### src/rtl/exr_pkg.sv
package exr_pkg;
  typedef enum logic [2:0] {
    ST_IDLE  = 3'd0,
    ST_CAP   = 3'd1,
    ST_LOAD  = 3'd2,
    ST_ENA   = 3'd3,
    ST_XFER  = 3'd4
  } exr_state_t;

  function automatic int unsigned exr_max(input int unsigned a, input int unsigned b);
    return (a > b) ? a : b;
  endfunction
endpackage

### src/rtl/exr_sck_gen.sv
module exr_sck_gen #(
  parameter int unsigned SCK_HALF = 2,
  parameter int unsigned NBITS    = 16
) (
  input  logic clk,
  input  logic rst,
  input  logic en_i,
  output logic sck_o,
  output logic rise_o,
  output logic last_o
);
  localparam int unsigned HW = (SCK_HALF > 1) ? $clog2(SCK_HALF) : 1;
  localparam int unsigned BW = (NBITS > 1) ? $clog2(NBITS) : 1;
  localparam logic [HW-1:0] HALF_END = HW'(SCK_HALF - 1);
  localparam logic [BW-1:0] BIT_END  = BW'(NBITS - 1);

  logic [HW-1:0] half_cnt;
  logic [BW-1:0] bit_cnt;
  logic          phase_end;

  assign phase_end = en_i && (half_cnt == HALF_END);
  assign rise_o    = phase_end && !sck_o;
  assign last_o    = phase_end && sck_o && (bit_cnt == BIT_END);

  always_ff @(posedge clk) begin
    if (rst || !en_i) begin
      half_cnt <= '0;
      bit_cnt  <= '0;
      sck_o    <= 1'b0;
    end else if (phase_end) begin
      half_cnt <= '0;
      sck_o    <= ~sck_o;
      if (sck_o) bit_cnt <= bit_cnt + 1'b1;
    end else begin
      half_cnt <= half_cnt + 1'b1;
    end
  end
endmodule

### src/rtl/exr_capture.sv
module exr_capture #(
  parameter int unsigned WIDTH = 16
) (
  input  logic             clk,
  input  logic             rst,
  input  logic             shift_i,
  input  logic             commit_i,
  input  logic             miso_i,
  output logic [WIDTH-1:0] data_o
);
  logic [WIDTH-1:0] shreg;

  generate
    if (WIDTH > 1) begin : g_wide
      always_ff @(posedge clk) begin
        if (rst)          shreg <= '0;
        else if (shift_i) shreg <= {shreg[WIDTH-2:0], miso_i};
      end
    end else begin : g_narrow
      always_ff @(posedge clk) begin
        if (rst)          shreg <= '0;
        else if (shift_i) shreg <= miso_i;
      end
    end
  endgenerate

  always_ff @(posedge clk) begin
    if (rst)           data_o <= '0;
    else if (commit_i) data_o <= shreg;
  end
endmodule

### src/rtl/exr_ctrl_fsm.sv
module exr_ctrl_fsm
  import exr_pkg::*;
#(
  parameter int unsigned STEP = 8
) (
  input  logic clk,
  input  logic rst,
  input  logic start_i,
  input  logic last_i,
  output logic ctl_o,
  output logic busy_o,
  output logic done_o,
  output logic xfer_o
);
  localparam int unsigned SW = (STEP > 1) ? $clog2(STEP) : 1;
  localparam logic [SW-1:0] STEP_END = SW'(STEP - 1);

  exr_state_t state;
  logic [SW-1:0] step_cnt;
  logic step_end;

  assign step_end = (step_cnt == STEP_END);
  assign xfer_o   = (state == ST_XFER);

  always_ff @(posedge clk) begin
    if (rst) begin
      state    <= ST_IDLE;
      step_cnt <= '0;
      ctl_o    <= 1'b1;
      busy_o   <= 1'b0;
      done_o   <= 1'b0;
    end else begin
      done_o <= 1'b0;
      case (state)
        ST_IDLE: begin
          step_cnt <= '0;
          if (start_i) begin
            state  <= ST_CAP;
            ctl_o  <= 1'b0;
            busy_o <= 1'b1;
          end
        end
        ST_CAP: begin
          step_cnt <= step_end ? '0 : step_cnt + 1'b1;
          if (step_end) begin
            state <= ST_LOAD;
            ctl_o <= 1'b1;
          end
        end
        ST_LOAD: begin
          step_cnt <= step_end ? '0 : step_cnt + 1'b1;
          if (step_end) begin
            state <= ST_ENA;
            ctl_o <= 1'b0;
          end
        end
        ST_ENA: begin
          step_cnt <= step_end ? '0 : step_cnt + 1'b1;
          if (step_end) state <= ST_XFER;
        end
        ST_XFER: begin
          if (last_i) begin
            state  <= ST_IDLE;
            ctl_o  <= 1'b1;
            busy_o <= 1'b0;
            done_o <= 1'b1;
          end
        end
        default: begin
          state  <= ST_IDLE;
          ctl_o  <= 1'b1;
          busy_o <= 1'b0;
        end
      endcase
    end
  end
endmodule

### src/rtl/expander_read_seq.sv
module expander_read_seq
  import exr_pkg::*;
#(
  parameter int unsigned N_DEV    = 2,
  parameter int unsigned HOLD_CYC = 6,
  parameter int unsigned SCK_HALF = 2
) (
  input  logic               clk,
  input  logic               rst,
  input  logic               start_i,
  input  logic               miso_i,
  output logic               ctl_o,
  output logic               sck_o,
  output logic [8*N_DEV-1:0] data_o,
  output logic               busy_o,
  output logic               done_o
);
  localparam int unsigned NBITS = 8 * N_DEV;
  localparam int unsigned STEP  = exr_max(HOLD_CYC, 2 * SCK_HALF);

  logic xfer, rise, last;

  exr_ctrl_fsm #(.STEP(STEP)) u_fsm (
    .clk(clk), .rst(rst), .start_i(start_i), .last_i(last),
    .ctl_o(ctl_o), .busy_o(busy_o), .done_o(done_o), .xfer_o(xfer)
  );

  exr_sck_gen #(.SCK_HALF(SCK_HALF), .NBITS(NBITS)) u_sck (
    .clk(clk), .rst(rst), .en_i(xfer),
    .sck_o(sck_o), .rise_o(rise), .last_o(last)
  );

  exr_capture #(.WIDTH(NBITS)) u_cap (
    .clk(clk), .rst(rst), .shift_i(rise), .commit_i(last),
    .miso_i(miso_i), .data_o(data_o)
  );
endmodule

### config.mk
export PLATFORM = sky130hd
export DESIGN_NAME = expander_read_seq
export DESIGN_NICKNAME = d
export VERILOG_FILES = /design/src/rtl/exr_pkg.sv /design/src/rtl/exr_sck_gen.sv /design/src/rtl/exr_capture.sv /design/src/rtl/exr_ctrl_fsm.sv /design/src/rtl/expander_read_seq.sv
export SDC_FILE = /design/constraint.sdc
export NUM_CORES = 1
export LEC_CHECK = 0
export BUFFER_PORTS_ARGS = -buffer_cell sky130_fd_sc_hd__buf_2
export CAP_MARGIN = 15
export CELL_PAD_IN_SITES_DETAIL_PLACEMENT = 0
export CELL_PAD_IN_SITES_GLOBAL_PLACEMENT = 1
export CORE_UTILIZATION = 48
export CTS_BUF_LIST = sky130_fd_sc_hd__clkbuf_8
export CTS_CLUSTER_DIAMETER = 200
export DETAILED_ROUTE_END_ITERATION = 10
export PLACE_DENSITY_LB_ADDON = 0.1
export SYNTH_ARGS = -nofsm -noshare
export SYNTH_HDL_FRONTEND = slang
export SYNTH_SLANG_ARGS = --single-unit
### constraint.sdc
create_clock -name clk -period 2.95 [get_ports clk]
set_input_delay 0.4425 -clock clk [delete_from_list [all_inputs] [get_ports clk]]
set_output_delay 0.4425 -clock clk [all_outputs]
set_load 0.01 [all_outputs]
==> flow_summary.json <==
{
  "synth_area_leaders": "dfxtp_1 (50%), mux2i_1 (8.6%), nand2_1 (8.0%), a21oi_1 (6.4%), nor2_1 (5.2%)",
  "r2r-end": "u_cap.shreg[9]",
  "routed-via-count": 1396,
  "r2r_start": "u_fsm.state[2]",
  "cts-hold-fix-buffers": 0,
  "worstMarginPinSlew_ns": 0.724,
  "htreeDepth": 2,
  "viasPerCell": 5.21,
  "maxCapViolCount": 0,
  "cp-end-kind": "flop",
  "cts_sinks": 47,
  "cts-resized-gates": 0,
  "synth_common_cells": "dfxtp_1 (47), nand2_1 (40), nor2_1 (26)",
  "grt_pass1_wl_um": 5580,
  "grt_pass1_vias": 1219,
  "track_usage": 0.174,
  "clk-insertion-delay-late_ns": 0.28,
  "initial_core_util": 0.507,
  "yosysTopAreaCell": "dfxtp_1",
  "antenna_found_initial": 0,
  "core_area_um2": 3690,
  "worstHoldEndpoint": "u_cap.shreg[0]",
  "startpoint": "u_fsm.state[2]",
  "dpl.cell_count": 262,
  "crit_type": "reg -> reg",
  "yosys.area.top_type_share": 0.503,
  "die_h_um": 64.4,
  "timing.final.crit_share": 0.708,
  "final_nets": 226,
  "first_pass_iters": 4,
  "clkTransAtPathRegs_ns": 0.07,
  "drive_above_1_share": 0.155,
  "postSynthCellCount": 204,
  "slew_violations": 0,
  "ys_warn_count": 0,
  "rsz0062_at_grt": "no",
  "worst_ep_required_time_ns": 3.09,
  "overflow": 0,
  "setup_viol": 0,
  "syn_nets": 209,
  "rows": 22,
  "clockBufferDepth": 2,
  "die_w_um": 64.4,
  "synth_edf_count": 0,
  "holdPathStages": 3,
  "vdd.ir_drop.worst_uv": 297,
  "cts_tree": "done",
  "cts_setup_buffers": 0,
  "drt-total-wl_um": 3110,
  "p_leak_nw": 0.743,
  "ant_nets": 0,
  "ys_types": 36,
  "antenna-diode-count": 0,
  "cp-start-kind": "flop",
  "drt_iter0_markers": 108,
  "fin_cells": 268,
  "drc": 0,
  "cp.arrival_ns": 2.23,
  "power_density_nw_per_um2": 524,
  "rr_worst_depth": 4,
  "fin_tns_setup_ns": 0,
  "grt_max_degree": 44,
  "dp_hpwl_um": 2080,
  "die_area_um2": 4150,
  "ios": 24,
  "synth_seq_cells": 47,
  "synth_area_um2": 1870,
  "clock-root-buffer": "clkbuf_8",
  "yosysSeqAreaShare": 0.503,
  "finClkSkew_ns": 0.00205,
  "fin_crit_ns": 2.09,
  "ys.flop_type": "dfxtp_1",
  "synth.avg_cell_area_um2": 9.17,
  "routedWlPerCell_um": 11.6,
  "place_congestion": 0.811,
  "hold_viol_final": 0,
  "fmax_mhz": 479,
  "regToRegSetupSlack_ns": 0.86,
  "path_max_fanout": 16,
  "portBuffers": 23,
  "fin_util": 0.543,
  "syn_to_final_growth_pct": 7.09,
  "status": "completed",
  "hp-class": "in -> reg",
  "max_slew_margin": 0.517,
  "async_flop_share": 0,
  "cts_made_buffers": 5,
  "yosysMostFrequentCell": "dfxtp_1",
  "min-delay-start": "miso_i"
}
-- placed cells by master (no fill, tap or decap), drive strengths merged, types with 2 or more instances in the layout --
cell type,count
or3,2
nor3,3
or3b,2
xnor2,2
mux2i,16
o21ai,4
inv,3
nor4,2
a21oi,24
nand2,40
dfxtp,47
buf,25
nor2,26
nand3,3
clkbuf,5
xor2,2
-- sequential cells by signal (all words and copies together), names as in the netlist --
name            count
u_fsm.busy_o        1
u_sck.half_cnt      1
u_cap.shreg        16
u_fsm.step_cnt      3
u_cap.data_o       16
u_fsm.ctl_o         1
u_fsm.done_o        1
u_sck.sck_o         1
u_sck.bit_cnt       4
u_fsm.state         3
-- per-stage QoR --
stage	power (mW)	instance area, µm²	setup slack (ns)	hold slack [ns]
after floorplan	0.725	1870	1.11	0.436
after global placement	0.727	1930	0.932	0.458
after detailed placement	0.729	1930	0.876	0.464
after CTS	1.06	2000	0.860	0.396
after global routing	1.10	2000	0.694	0.406
final	1.05	2000	0.862	0.417
-- worst max-delay path: stages (launching register included) --
cell     delay (ns)
dfxtp_1        0.54
or3b_1         0.51
or3b_1         0.65
nand2_1        0.16
a21oi_1        0.08
-- area by class of cell --
| type | instances | area, µm² |
|---|---|---|
| Clock buffer | 5 | 68.8 |
| Clock inverter | 1 | 3.75 |
| Fill cell | 361 | 1690 |
| Inverter | 2 | 7.51 |
| Multi-Input combinational cell | 140 | 792 |
| Sequential cell | 47 | 941 |
| Tap cell | 48 | 60.1 |
| Timing Repair Buffer | 25 | 130 |
-- worst max path at each step --
| stage | to | slack [ns] |
|---|---|---|
| after CTS | u_cap.shreg[4] | 0.86 |
| after detailed placement | u_cap.shreg[4] | 0.88 |
| after floorplan | u_cap.data_o[6] | 1.11 |
| final | u_cap.shreg[9] | 0.86 |
| after global routing | u_cap.shreg[11] | 0.69 |
| after global placement | u_cap.shreg[0] | 0.93 |
-- kinds of logic (layout without fill, tap and decap cells) --
group | after synthesis | count (layout) | synth area share
mux | 17 | 17 | 0.0916
simple gates | 85 | 85 | 0.207
fa+ha+maj | 1 | 1 | 0.00669
xor+xnor | 4 | 4 | 0.0187
flops | 47 | 47 | 0.503
buf+inv | 17 | 33 | 0.0736
compound gates | 33 | 33 | 0.0990
-- where the power goes --
part | internal [mW] | switching, mW
sequential | 0.644 | 0.0139
clock | 0.154 | 0.181
combinational | 0.0221 | 0.0347
total | 0.820 | 0.229
-- per-layer routing --
metal / GRT usage / wire, µm / vias up
li1: - / - / 718
met1: 0.230 / 1580 / 641
met2: 0.271 / 1380 / 32
met3: 0.0528 / 131 / 5
met4: 0.0583 / 27 / 0
met5: 0 / 0 / -
No activity file was read; power rests on OpenSTA's default activity.
